--- src/rtl/f2i_pkg.sv ---
package f2i_pkg;
    localparam int WORD_W   = 32;
    localparam int EXP_W    = 8;
    localparam int FRAC_W   = 23;
    localparam int SIG_W    = FRAC_W + 1;
    localparam int EXP_BIAS = 127;
    localparam int EFF_W    = 10;
    localparam int SHAMT_W  = 5;
    localparam int SINT_TOP = WORD_W - 1;   // first signed overflow exponent
    localparam int UINT_TOP = WORD_W;       // first unsigned overflow exponent
    localparam int MIN_EXP  = EXP_BIAS + WORD_W - 1; // biased exponent of 2^31

    typedef enum logic [2:0] {
        CLS_NAN,
        CLS_UNDER,
        CLS_NEGU,
        CLS_OVF,
        CLS_RANGE
    } cls_e;

    typedef enum logic {
        OUT_IDLE,
        OUT_BUSY
    } ostate_e;

    typedef struct packed {
        logic                    sign;
        logic                    is_nan;
        logic                    min_exact;
        logic signed [EFF_W-1:0] eff;
        logic [SIG_W-1:0]        sig;
    } dec_t;
endpackage

--- src/rtl/f2i_decode.sv ---
module f2i_decode
    import f2i_pkg::*;
#(
    parameter int SCALE_W = 5
) (
    input  logic [WORD_W-1:0]  fp,
    input  logic [SCALE_W-1:0] scale,
    output dec_t               dec
);
    localparam logic signed [EFF_W-1:0] BIAS_S  = EFF_W'(EXP_BIAS);
    localparam logic [EFF_W-1:0]        MIN_SUM = EFF_W'(MIN_EXP);

    logic [EXP_W-1:0]  e_fld;
    logic [FRAC_W-1:0] f_fld;
    logic [EFF_W-1:0]  e_plus_k;

    assign e_fld    = fp[WORD_W-2 -: EXP_W];
    assign f_fld    = fp[FRAC_W-1:0];
    assign e_plus_k = EFF_W'(e_fld) + EFF_W'(scale);

    always_comb begin
        dec.sign      = fp[WORD_W-1];
        dec.is_nan    = (e_fld == '1) && (f_fld != '0);
        dec.eff       = $signed(e_plus_k) - BIAS_S;
        dec.sig       = {1'b1, f_fld};
        // scaled operand is exactly -2^31
        dec.min_exact = fp[WORD_W-1] && (f_fld == '0) && (e_plus_k == MIN_SUM);
    end
endmodule

--- src/rtl/f2i_align.sv ---
module f2i_align
    import f2i_pkg::*;
#(
    parameter bit SIGNED_VAR = 1'b1
) (
    input  logic [SIG_W-1:0]   sig,
    input  logic [SHAMT_W-1:0] pos,
    output logic [WORD_W-1:0]  mag
);
    generate
        if (SIGNED_VAR) begin : g_sgn
            localparam int PAD = WORD_W - 1 - SIG_W;
            logic [WORD_W-2:0]  wide;
            logic [SHAMT_W-1:0] rsh;
            assign wide = {sig, {PAD{1'b0}}};
            assign rsh  = SHAMT_W'(WORD_W - 2) - pos;
            assign mag  = {1'b0, wide >> rsh};
        end else begin : g_uns
            localparam int PAD = WORD_W - SIG_W;
            logic [WORD_W-1:0]  wide;
            logic [SHAMT_W-1:0] rsh;
            assign wide = {sig, {PAD{1'b0}}};
            assign rsh  = SHAMT_W'(WORD_W - 1) - pos;
            assign mag  = wide >> rsh;
        end
    endgenerate
endmodule

--- src/rtl/f2i_select.sv ---
module f2i_select
    import f2i_pkg::*;
(
    input  dec_t              dec,
    input  logic              is_signed,
    input  logic [WORD_W-1:0] mag_s,
    input  logic [WORD_W-1:0] mag_u,
    output logic [WORD_W-1:0] result,
    output logic              sat_now
);
    localparam logic signed [EFF_W-1:0] S_TOP = EFF_W'(SINT_TOP);
    localparam logic signed [EFF_W-1:0] U_TOP = EFF_W'(UINT_TOP);
    localparam logic [WORD_W-1:0] S_MAX = {1'b0, {(WORD_W-1){1'b1}}};
    localparam logic [WORD_W-1:0] S_MIN = {1'b1, {(WORD_W-1){1'b0}}};

    cls_e cls;

    always_comb begin
        if (dec.is_nan)                      cls = CLS_NAN;
        else if (dec.eff < 0)                cls = CLS_UNDER;
        else if (!is_signed && dec.sign)     cls = CLS_NEGU;
        else if (dec.eff >= (is_signed ? S_TOP : U_TOP)) cls = CLS_OVF;
        else                                 cls = CLS_RANGE;
    end

    always_comb begin
        result  = '0;
        sat_now = 1'b0;
        unique case (cls)
            CLS_NAN, CLS_UNDER: begin
                result  = '0;
                sat_now = 1'b0;
            end
            CLS_NEGU: begin
                result  = '0;
                sat_now = 1'b1;
            end
            CLS_OVF: begin
                if (is_signed) begin
                    result  = dec.sign ? S_MIN : S_MAX;
                    sat_now = !dec.min_exact;
                end else begin
                    result  = '1;
                    sat_now = 1'b1;
                end
            end
            CLS_RANGE: begin
                result  = is_signed ? (dec.sign ? -mag_s : mag_s) : mag_u;
                sat_now = 1'b0;
            end
            default: begin
                result  = '0;
                sat_now = 1'b0;
            end
        endcase
    end
endmodule

--- src/rtl/f2i_conv.sv ---
module f2i_conv
    import f2i_pkg::*;
#(
    parameter int SCALE_W = 5
) (
    input  logic               clk,
    input  logic               rst_n,
    input  logic               in_valid,
    input  logic [WORD_W-1:0]  in_float,
    input  logic [SCALE_W-1:0] in_scale,
    input  logic               in_signed,
    input  logic               sat_clr,
    output logic               out_valid,
    output logic [WORD_W-1:0]  out_data,
    output logic               sat_flag
);
    dec_t              dec;
    logic [WORD_W-1:0] mag_s, mag_u, result;
    logic              sat_now;
    ostate_e           st_q, st_d;
    logic [WORD_W-1:0] data_q;
    logic              sat_q;

    f2i_decode #(.SCALE_W(SCALE_W)) u_dec (
        .fp(in_float), .scale(in_scale), .dec(dec)
    );

    f2i_align #(.SIGNED_VAR(1'b1)) u_al_s (
        .sig(dec.sig), .pos(dec.eff[SHAMT_W-1:0]), .mag(mag_s)
    );

    f2i_align #(.SIGNED_VAR(1'b0)) u_al_u (
        .sig(dec.sig), .pos(dec.eff[SHAMT_W-1:0]), .mag(mag_u)
    );

    f2i_select u_sel (
        .dec(dec), .is_signed(in_signed), .mag_s(mag_s), .mag_u(mag_u),
        .result(result), .sat_now(sat_now)
    );

    // next-state: WAIT, ACCEPT, STREAM, DRAIN
    always_comb begin
        st_d = st_q;
        unique case (st_q)
            OUT_IDLE: st_d = in_valid ? OUT_BUSY : OUT_IDLE;
            OUT_BUSY: st_d = in_valid ? OUT_BUSY : OUT_IDLE;
            default:  st_d = OUT_IDLE;
        endcase
    end

    always_ff @(posedge clk or negedge rst_n) begin
        if (!rst_n) st_q <= OUT_IDLE;
        else        st_q <= st_d;
    end

    always_ff @(posedge clk or negedge rst_n) begin
        if (!rst_n) begin
            data_q <= '0;
            sat_q  <= 1'b0;
        end else begin
            if (in_valid) data_q <= result;
            sat_q <= (sat_q & ~sat_clr) | (in_valid & sat_now);
        end
    end

    always_comb begin
        out_valid = (st_q == OUT_BUSY);
        out_data  = data_q;
        sat_flag  = sat_q;
    end


    valid_lag_chk: assert property (@(posedge clk) disable iff (!rst_n)
        in_valid |=> out_valid);

    valid_drop_chk: assert property (@(posedge clk) disable iff (!rst_n)
        !in_valid |=> (!out_valid && $stable(out_data)));

    nan_zero_chk: assert property (@(posedge clk) disable iff (!rst_n)
        (in_valid && in_float[30:23] == 8'hFF && in_float[22:0] != '0)
        |=> (out_data == '0));

    nan_noflag_chk: assert property (@(posedge clk) disable iff (!rst_n)
        (in_valid && !sat_flag && !sat_clr && in_float[30:23] == 8'hFF &&
         in_float[22:0] != '0) |=> !sat_flag);

    pos_clamp_chk: assert property (@(posedge clk) disable iff (!rst_n)
        (in_valid && in_signed && !in_float[31] &&
         !(in_float[30:23] == 8'hFF && in_float[22:0] != '0) &&
         (9'(in_float[30:23]) + 9'(in_scale) >= 9'd158))
        |=> (out_data == 32'h7FFF_FFFF && sat_flag));

    sat_hold_chk: assert property (@(posedge clk) disable iff (!rst_n)
        (sat_flag && !sat_clr) |=> sat_flag);

    sat_clear_chk: assert property (@(posedge clk) disable iff (!rst_n)
        (sat_clr && !in_valid) |=> !sat_flag);
endmodule

--- config.mk ---
export PLATFORM = sky130hd
export DESIGN_NAME = f2i_conv
export DESIGN_NICKNAME = d
export VERILOG_FILES = /design/src/rtl/f2i_pkg.sv /design/src/rtl/f2i_decode.sv /design/src/rtl/f2i_align.sv /design/src/rtl/f2i_select.sv /design/src/rtl/f2i_conv.sv
export SDC_FILE = /design/constraint.sdc
export NUM_CORES = 1
export LEC_CHECK = 0
export BUFFER_PORTS_ARGS = -buffer_cell sky130_fd_sc_hd__buf_4
export CORE_ASPECT_RATIO = 1.2
export CORE_MARGIN = 1
export CORE_UTILIZATION = 50
export DETAILED_ROUTE_END_ITERATION = 8
export GPL_ROUTABILITY_DRIVEN = 1
export GPL_TIMING_DRIVEN = 0
export MAX_ROUTING_LAYER = met4
export PLACE_DENSITY = 0.74
export SLEW_MARGIN = 30
export SYNTH_ARGS = -nofsm -noshare
export SYNTH_HDL_FRONTEND = slang
export SYNTH_SLANG_ARGS = --single-unit
--- constraint.sdc ---
create_clock -name clk -period 1.3 [get_ports clk]
set_input_delay 0.195 -clock clk [delete_from_list [all_inputs] [get_ports clk]]
set_output_delay 0.195 -clock clk [all_outputs]
set_load 0.05 [all_outputs]
==> results of run 1 <==
worst register-to-register path, delay by kind of cell (launching register included):
| family | cells | cell delay [ns] |
|---|---|---|
| compound gates | 1 | 0.26 |
| flops | 1 | 0.40 |
| simple gates | 2 | 0.66 |
synth_stat cells (7+ instances only):
cell type,n,share of area
a211oi_1,21,0.024
a21oi_1,71,0.054
a31oi_1,20,0.019
and3_1,13,0.012
buf_2,11,0.0083
clkbuf_1,43,0.024
dfrtp_1,34,0.13
ha_1,16,0.030
inv_1,19,0.011
mux2_2,14,0.024
mux2i_1,76,0.11
mux4_2,9,0.031
nand2_1,81,0.046
nand2b_1,10,0.0094
nand3_1,30,0.023
nand4_1,9,0.0085
nor2_1,87,0.049
nor3_1,39,0.029
nor4_1,12,0.011
o211ai_1,12,0.014
o21a_1,7,0.0079
o21ai_0,64,0.048
o22ai_1,12,0.011
o31ai_1,9,0.010
or3_1,8,0.0075
xnor2_1,10,0.013
xor2_1,7,0.0092
final timing paths:
kind,start,end,slack (ns)
min in group asynchronous,rst_n,out_data[18],0.39
max in group asynchronous,rst_n,out_data[1],0.58
worst min register to register,out_data[3],out_data[3],0.49
worst max-delay path,in_float[23],out_data[18],-3.08
worst min-delay path,sat_clr,sat_flag,0.09
worst max register to register,out_data[27],out_data[27],-0.13
logic make-up after synthesis:
group                    share of synthesized area
adder cells (fa/ha/maj)                     0.0332
buffers and inverters                       0.0594
flip-flops                                   0.128
XOR/XNOR                                    0.0390
AO/OA/AOI/OAI                                0.317
multiplexers                                 0.169
AND/OR/NAND/NOR                              0.255
final cells by class:
type	instances	share of cell area
Antenna cell	3	0.000757
Timing Repair Buffer	182	0.149
Inverter	20	0.00858
Buffer	66	0.0613
Clock inverter	3	0.00694
Tap cell	164	0.0207
Clock buffer	5	0.0126
Sequential cell	34	0.0858
Multi-Input combinational cell	775	0.654
per-layer routing:
layer,vias up,global-route usage,part of all wire
met5,-,-,0
met1,4119,0.545,0.36
met4,0,0.300,0.086
li1,3829,-,-
met3,261,0.119,0.12
met2,770,0.718,0.44
registers in the layout (all words and copies together), names as in the netlist:
signal	flops
out_data	32
sat_flag	1
out_valid	1
metrics by stage:
step,instance area (sq um),power (mW),cells
floorplan,6960,9.14,895
global placement,7730,12.1,1134
detailed placement,7730,12.1,1134
CTS,9230,16.1,1224
global route,9920,19.1,1251
finish,9920,18.5,1252
timing repair:
item                                    4_1_cts  5_1_grt
pin swaps                                    54       41
gates cloned                                  3        0
hold endpoints to repair                     34        0
endpoints found under the setup margin       33       33
gates resized for setup                     139      111
setup buffers                                78       25
hold buffers                                  1        0
placed cells by master (no fill, tap or decap), drive strengths merged, types with 6 or more instances in the layout:
cell type	n
buf	210
a31oi	20
o31ai	10
nor3	43
inv	20
o21a	7
mux4	9
xnor2	13
nand2b	10
dfrtp	34
or2	7
nor4	16
a21oi	72
nand4	9
and3	13
nor2	89
nand3	31
nand2	81
o211ai	12
mux2i	76
o21ai	70
o41ai	9
mux2	14
and2	6
or3	9
clkbuf	42
ha	16
a211oi	22
xor2	8
o22ai	12
power by group through the flow:
stage | sequential [mW] | clock (mW) | combinational (mW)
3_3_place_gp | 1.42 | 0 | 10.7
6_report | 1.41 | 1.61 | 15.5
3_5_place_dp | 1.42 | 0 | 10.7
4_1_cts | 1.40 | 1.57 | 13.1
5_1_grt | 1.43 | 1.64 | 16.0
2_1_floorplan | 2.16 | 0 | 6.98
==> out/results.ini, run 1 <==
[global_routing]
grt_pass1_wl_um = 47100
antenna_found_initial = 2
grt_max_degree = 35
overflow = 0
track_usage = 0.469
grt_pass1_vias = 8014

[min_path]
hold_class = primary input to flip-flop
hold_depth = 2

[placed_design]
numPortBuffers = 75
place_congestion = 1.06
dpl_worst_slack_ns = -3.97
dp_hpwl_um = 22400

[drt]
wl_per_cell_um = 26.2
via_per_inst = 7.17
detail-route-antenna-nets = 0
drc = 0
vias = 8979
first_iter_violations = 1346
routed_wl_um = 32800
drtPass1Iterations = 8

[synth]
ys_seq_area_frac = 0.128
synth_edf_count = 0
synth_cell_types = 89
synthArstFlopShare = 1.00
synth_fp_nets = 954
synth_area_sq_um = 6640
ys.flop_type = dfrtp_1
syn_inst = 895
synth_area_per_cell_sq_um = 7.42
ys_seq_elements = 34
yosysWarnings = 0

[setup_path]
critPathKind = primary input to flip-flop
r2r_cells = 3
setup.worst_path.start_class = primary input
crit_fanout = 4
path_cells = buf_8, ha_4, inv_2, fa_2, inv_4, ha_4, buf_8, nor2b_4, a22o_4, a21oi_4, buf_6, nor3_2, a211oi_2, nor3_2, nor2_2, ha_2, a21boi_4, a32oi_4, nand3b_4, or3_1, o311ai_1, a31oi_1
crit_buf_inv = 5
path_depth = 22
max_stage_delay_ns = 0.57
crit_arrival_ns = 4.52
path_delay_family = compound AO/OA/AOI/OAI gates
crit_required_ns = 1.45
critPathSlowestCell = fa_2
critPathCaptureType = flip-flop

[sta]
hold_viol_final = 0
hold_ws_ns = 0.0860
fmax_mhz = 229
skew_ns = 0
worst_pin_slew_ns = 1.14
tns_ns = -90.78
slew_headroom = 0.233
grt_setup_unrepaired = yes
finalCriticalPeriod_ns = 4.38
fin_crit_sh = 3.37
setup_ws_ns = -3.08
setup_viol = 33
maxSlewViolCount = 0

[die]
die_y_um = 128
row_count = 45
io_pins = 76
die_area_sq_um = 13700
die_x_um = 107
start_util = 0.520
core_area_sq_um = 12800

[pwr]
p_comb_frac = 0.837
seqPwrFrac = 0.076
netSwitchingPower_mw = 10.2
vdd_drop_max_mv = 1.43
p_int_mw = 8.30
p_leak_nw = 4.01
pwr-share-clk = 0.087
powerDensity_nw_per_um2 = 1870
sw_frac_of_total = 0.552

[status]
status = complete, but fails checks
violations = setup timing

[clock_tree]
numCtsBuffers = 5
worstSkewPairLatency_ns = 0.29
max-clock-path-buffers = 2
cts_root_buf = clkbuf_16
tritoncts = built
ctsHtreeMaxLevel = 2
cts.sinks = 34
clk_pin_slew_ns = 0.06

[final_layout]
regArea_sq_um = 851
fin_util = 0.776
areaGrowthSynthToFinish_pct = 49.4
nets = 1143
fill_cells = 970
drive_above_1_share = 0.398
multi_input_area_sq_um = 6490

[flow_run]
max_cap_viol_count = 0

(Power assumes the default switching activity.)
==> inputs of run 2 (changes only) <==
==> constraint.sdc (replaced) <==
create_clock -name clk -period 1.3 [get_ports clk]
set_input_delay 0.195 -clock clk [delete_from_list [all_inputs] [get_ports clk]]
set_output_delay 0.195 -clock clk [all_outputs]
set_load 0.01 [all_outputs]
==> out/results.ini, run 2 (same netlist as run 1, synthesis figures left out) <==
[status]
status = complete, but fails checks  ; unchanged
violations = DRC, capacitance limit, slew limit, setup timing  ; was setup timing

[final_layout]
areaGrowthSynthToFinish_pct = 59.4  ; was 49.4%
fill_cells = 767  ; was 970
fin_util = 0.828  ; was 0.776
finalNonFillerCells = 1299  ; was 1252
nets = 1183  ; was 1143
drive_above_1_share = 0.439  ; was 0.398
layout_commonest_cell = buf_4  ; unchanged
largest_reg_flops = 32  ; unchanged
final_cell_mix = buf_4, nor2_1, nand2_1  ; unchanged

[die]
row_count = 45  ; unchanged
die_y_um = 128  ; unchanged
start_util = 0.520  ; unchanged
core_area_sq_um = 12800  ; unchanged
die_area_sq_um = 13700  ; unchanged
die_x_um = 107  ; unchanged
io_pins = 76  ; unchanged

[global_routing]
antenna_found_initial = 5  ; was 2
grt_max_degree = 35  ; unchanged
track_usage = 0.532  ; was 0.469
grt_pass1_wl_um = 53500  ; was 47100 um
overflow = 0  ; unchanged
grt_pass1_vias = 8978  ; was 8014

[sta]
tns_ns = -103.77  ; was -90.78 ns
slew_headroom = -0.447  ; was 0.233
grt_setup_unrepaired = yes  ; unchanged
fin_crit_sh = 3.89  ; was 3.37
fmax_mhz = 198  ; was 229 MHz
hold_ws_ns = 0.0869  ; was 0.0860 ns
setup_ws_ns = -3.76  ; was -3.08 ns
hold_viol_final = 0  ; unchanged
maxSlewViolCount = 4  ; was 0
finalCriticalPeriod_ns = 5.06  ; was 4.38 ns
worst_pin_slew_ns = 2.15  ; was 1.14 ns
setup_viol = 33  ; unchanged
skew_ns = 0  ; unchanged

[clock_tree]
max-clock-path-buffers = 2  ; unchanged
clk_pin_slew_ns = 0.06  ; about the same
numCtsBuffers = 5  ; unchanged
tritoncts = built  ; unchanged
cts.sinks = 34  ; unchanged
cts_root_buf = clkbuf_16  ; unchanged
ctsHtreeMaxLevel = 2  ; unchanged
worstSkewPairLatency_ns = 0.29  ; about the same

[setup_path]
critPathSlowestCell = nor4_1  ; was fa_2
crit_fanout = 10  ; was 4
crit_required_ns = 1.50  ; was 1.45 ns
rrSetupSlack_ns = -0.21  ; was -0.13 ns
path_depth = 17  ; was 22
crit_buf_inv = 7  ; was 5
max_stage_delay_ns = 1.72  ; was 0.57 ns
r2r_end = out_data[15]  ; was out_data[27]
critPathCaptureType = flip-flop  ; unchanged
worstSetupEndpoint = out_data[29]  ; was out_data[18]
cp-startpoint = in_float[23]  ; unchanged
setup.worst_path.start_class = primary input  ; unchanged
path_delay_family = simple AND/OR/NAND/NOR gates  ; was compound AO/OA/AOI/OAI gates
path_cells = buf_8, ha_4, inv_2, fa_2, inv_4, ha_4, buf_4, buf_4, o21ai_4, a211oi_4, o211ai_1, nand2_2, buf_6, buf_8, nor4_1, a32oi_1, o211ai_1  ; was buf_8, ha_4, inv_2, fa_2, inv_4, ha_4, buf_8, nor2b_4, a22o_4, a21oi_4, buf_6, nor3_2, a211oi_2, nor3_2, nor2_2, ha_2, a21boi_4, a32oi_4, nand3b_4, or3_1, o311ai_1, a31oi_1
crit_arrival_ns = 5.26  ; was 4.52 ns
r2r_start = out_data[15]  ; was out_data[27]
critPathKind = primary input to flip-flop  ; unchanged
r2r_cells = 2  ; was 3

[drt]
drc = 91  ; was 0
drtPass1Iterations = 9  ; was 8
vias = 10100  ; was 8979
detail-route-antenna-nets = 0  ; unchanged
first_iter_violations = 2265  ; was 1346
via_per_inst = 7.81  ; was 7.17
wl_per_cell_um = 32.1  ; was 26.2 um
routed_wl_um = 41700  ; was 32800 um

[pwr]
p_leak_nw = 4.26  ; was 4.01 nW
power_mw = 20.4  ; was 18.5 mW
powerDensity_nw_per_um2 = 1930  ; was 1870 nW/um^2
vdd_drop_max_mv = 1.57  ; was 1.43 mV

[min_path]
hold_depth = 2  ; unchanged
hold_class = primary input to flip-flop  ; unchanged

[placed_design]
dp_hpwl_um = 23400  ; was 22400 um
place_congestion = 1.02  ; was 1.06
numPortBuffers = 75  ; unchanged
place_inst = 1134  ; unchanged

[flow_run]
max_cap_viol_count = 1  ; was 0

run 2: changes by cell type in the layout (fill, tap and decap cells not counted), sizes merged:
cell / previous run / this run
diode: 3 / 10
inv: 20 / 19
buf: 210 / 250
bufinv: 2 / 1
clkinvlp: 0 / 2
run 2: how the worst min path moves through the flow:
| stage | startpoint | slack, ns | end |
|---|---|---|---|
| after floorplan | rst_n | -0.10 | out_data[0] |
| after global placement | rst_n | 0.15 | out_data[22] |
| after detailed placement | rst_n | 0.16 | out_data[22] |
| after CTS | in_valid | 0.09 | out_valid |
| after global routing | sat_clr | 0.09 | sat_flag |
| final | sat_clr | 0.09 | sat_flag |
run 2: layer usage:
layer	vias to the layer above	part of all wire	global-route usage
li1	3912	-	-
met1	4652	0.32	0.591
met2	1095	0.40	0.792
met3	487	0.16	0.179
met4	0	0.12	0.387
met5	-	0	-
run 2: repair_timing:
item                                   4_1_cts  5_1_grt
endpoints found under the hold margin       34        0
resized for setup                          219       97
buffers inserted                           111       37
setup endpoints to repair                   33       33
pin swaps                                   77       44
hold buffers                                 1        0
gates cloned                                 1        0
run 2: report_power, final:
group	switching [mW]	internal (mW)	leakage, nW
combinational	10.6	6.92	3.78
sequential	0.188	1.27	0.404
clock	0.534	0.905	0.0761
total	11.3	9.10	4.26
run 2: layout make-up:
cell class,instances,area (sq um),area share
repair buffers,222,1830,0.173
inverters,20,85.1,0.00804
multi-input cells,775,6750,0.638
clock inverters,3,45.0,0.00426
well taps,164,205,0.0194
clock buffers,5,125,0.0118
flip-flops and latches,34,851,0.0804
plain buffers,66,659,0.0623
diodes,10,25.0,0.00236
run 2: stage by stage:
step                      worst slack (ns)  instance area (sq um)
final                                -3.76                  10600
after floorplan                      -2.93                   6940
after global placement               -4.10                   7710
after detailed placement             -4.15                   7710
after global routing                 -3.77                  10600
after CTS                            -2.83                   9800
run 2: worst reg2reg max path, delay by kind of cell, from the launching register on:
| family | cells | cell delay, ns |
|---|---|---|
| AOI/OAI and AO/OA | 2 | 0.90 |
| DFF | 1 | 0.45 |
==> inputs of run 3 (changes only) <==
--- a/config.mk
+++ b/config.mk
@@ -8,12 +8,12 @@
 export BUFFER_PORTS_ARGS = -buffer_cell sky130_fd_sc_hd__buf_4
 export CORE_ASPECT_RATIO = 1.2
 export CORE_MARGIN = 1
-export CORE_UTILIZATION = 50
+export CORE_UTILIZATION = 40
 export DETAILED_ROUTE_END_ITERATION = 8
 export GPL_ROUTABILITY_DRIVEN = 1
 export GPL_TIMING_DRIVEN = 0
 export MAX_ROUTING_LAYER = met4
-export PLACE_DENSITY = 0.74
+export PLACE_DENSITY = 0.61
 export SLEW_MARGIN = 30
 export SYNTH_ARGS = -nofsm -noshare
 export SYNTH_HDL_FRONTEND = slang
==> out/results.ini, run 3 (same netlist as run 1, synthesis figures left out) <==
[die]
die_y_um = 143  ; was 128 um
die_x_um = 120  ; was 107 um
die_area_sq_um = 17100  ; was 13700 sq um
start_util = 0.410  ; was 0.520
core_area_sq_um = 16200  ; was 12800 sq um
io_pins = 76  ; unchanged
row_count = 51  ; was 45

[final_layout]
drive_above_1_share = 0.423  ; was 0.439
layout_commonest_cell = buf_4  ; unchanged
final_cell_mix = buf_4, nor2_1, nand2_1  ; unchanged
fill_cells = 1427  ; was 767
areaGrowthSynthToFinish_pct = 56.4  ; was 59.4%
n_antenna_cell = 0  ; was 10
largest_reg_flops = 32  ; unchanged
nets = 1172  ; was 1183
finalNonFillerCells = 1326  ; was 1299
fin_util = 0.641  ; was 0.828

[drt]
via_per_inst = 6.65  ; was 7.81
routed_wl_um = 33500  ; was 41700 um
detail-route-antenna-nets = 0  ; unchanged
drc = 0  ; was 91
drtPass1Iterations = 5  ; was 9
vias = 8820  ; was 10100
first_iter_violations = 1058  ; was 2265
wl_per_cell_um = 25.3  ; was 32.1 um

[clock_tree]
clk_pin_slew_ns = 0.06  ; about the same
worstSkewPairLatency_ns = 0.29  ; about the same
max-clock-path-buffers = 2  ; unchanged
tritoncts = built  ; unchanged
numCtsBuffers = 5  ; unchanged
cts_root_buf = clkbuf_16  ; unchanged
cts.sinks = 34  ; unchanged
ctsHtreeMaxLevel = 2  ; unchanged

[pwr]
pwr-share-clk = 0.074  ; was 0.071
vdd_drop_max_mv = 0.693  ; was 1.57 mV
p_leak_nw = 4.17  ; was 4.26 nW
seqPwrFrac = 0.077  ; was 0.072
powerDensity_nw_per_um2 = 1790  ; was 1930 nW/um^2
p_comb_frac = 0.849  ; was 0.858
netSwitchingPower_mw = 9.69  ; was 11.3 mW
p_int_mw = 8.85  ; was 9.10 mW
sw_frac_of_total = 0.523  ; was 0.554

[status]
status = complete, but fails checks  ; unchanged
violations = setup timing  ; was DRC, capacitance limit, slew limit, setup timing

[sta]
grt_setup_unrepaired = yes  ; unchanged
fmax_mhz = 231  ; was 198 MHz
skew_ns = 0  ; unchanged
setup_viol = 33  ; unchanged
setup_ws_ns = -3.02  ; was -3.76 ns
slew_headroom = 0.344  ; was -0.447
hold_ws_ns = 0.0832  ; was 0.0869 ns
worst_pin_slew_ns = 0.984  ; was 2.15 ns
hold_viol_final = 0  ; unchanged
maxSlewViolCount = 0  ; was 4
finalCriticalPeriod_ns = 4.32  ; was 5.06 ns
fin_crit_sh = 3.33  ; was 3.89

[setup_path]
critPathCaptureType = flip-flop  ; unchanged
crit_fanout = 10  ; unchanged
r2r_cells = 4  ; was 2
critPathKind = primary input to flip-flop  ; unchanged
crit_required_ns = 1.47  ; was 1.50 ns
rrSetupSlack_ns = -0.03  ; was -0.21 ns
r2r_start = out_data[29]  ; was out_data[15]
r2r_end = out_data[29]  ; was out_data[15]
crit_arrival_ns = 4.49  ; was 5.26 ns
setup.worst_path.start_class = primary input  ; unchanged

[min_path]
hold_start = sat_clr  ; unchanged
hold_end = sat_flag  ; unchanged
hold_depth = 2  ; unchanged
hold_class = primary input to flip-flop  ; unchanged

[flow_run]
max_cap_viol_count = 0  ; was 1

[placed_design]
place_congestion = 1.01  ; was 1.02
numPortBuffers = 75  ; unchanged
dp_hpwl_um = 24000  ; was 23400 um
place_inst = 1182  ; was 1134

[global_routing]
overflow = 0  ; unchanged
track_usage = 0.382  ; was 0.532
grt_max_degree = 35  ; unchanged
antenna_found_initial = 0  ; was 5
grt_pass1_wl_um = 48300  ; was 53500 um
grt_pass1_vias = 8010  ; was 8978

run 3: worst max-delay path: stages:
cell and delay, ns:
buf_8 0.08, ha_4 0.12, inv_2 0.03, fa_2 0.60
inv_4 0.07, ha_4 0.19, xnor2_4 0.22, inv_6 0.09
a22o_4 0.26, a21oi_4 0.24, buf_6 0.21, nor3_4 0.06
a211oi_4 0.22, nor3_2 0.09, nor2_2 0.20, ha_2 0.23
a21boi_4 0.19, a32oi_4 0.09, nand3b_4 0.23, buf_6 0.15
a221o_1 0.35, a211oi_4 0.27, a21oi_1 0.10
run 3: per-stage QoR:
stage	cell area, sq um	setup slack (ns)	TNS [ns]	power, mW
after floorplan	6940	-2.93	-87.76	8.46
after global placement	7770	-4.32	-125.53	11.7
after detailed placement	7770	-4.28	-124.94	11.6
after CTS	9600	-2.91	-87.37	16.1
after global routing	10400	-3.19	-93.65	19.2
final	10400	-3.02	-90.61	18.5
run 3: power by group through the flow:
stage	registers, mW	logic (mW)	clock network, mW
6_report	1.42	15.7	1.38
5_1_grt	1.44	16.4	1.43
4_1_cts	1.42	13.3	1.38
3_5_place_dp	1.43	10.2	0
3_3_place_gp	1.42	10.2	0
2_1_floorplan	1.51	6.96	0
run 3: how the worst max path moves through the flow:
stage,to,cells after the start,slack [ns],start
floorplan,out_data[18],22,-2.93,in_float[23]
global placement,out_data[16],22,-4.32,in_float[23]
detailed placement,out_data[16],22,-4.28,in_float[23]
CTS,out_data[30],23,-2.91,in_float[23]
global route,out_data[18],24,-3.19,in_float[23]
finish,out_data[16],23,-3.02,in_float[23]
run 3: cell type report:
| cell class | instances | area, sq um | share of cell area |
|---|---|---|---|
| plain buffers | 66 | 656 | 0.0631 |
| clock buffers | 5 | 125 | 0.0120 |
| clock inverters | 3 | 45.0 | 0.00434 |
| inverters | 20 | 85.1 | 0.00819 |
| multi-input cells | 775 | 6630 | 0.639 |
| flip-flops and latches | 34 | 851 | 0.0819 |
| well taps | 212 | 265 | 0.0255 |
| repair buffers | 211 | 1720 | 0.166 |
run 3: timing repair:
action | 4_1_cts | 5_1_grt
setup buffers | 92 | 42
endpoints found under the hold margin | 34 | 0
gates cloned | 2 | 0
pin swaps | 59 | 63
setup endpoints to repair | 33 | 33
gates resized for setup | 192 | 98
hold buffers | 1 | 0
run 3: routing by layer:
metal  vias to the layer above  GRT usage  part of all wire
met2                       596      0.622              0.47
met3                       172     0.0319             0.073
met4                         0      0.214             0.071
met5                         -          -                 0
met1                      4172      0.465              0.39
li1                       3880          -                 -
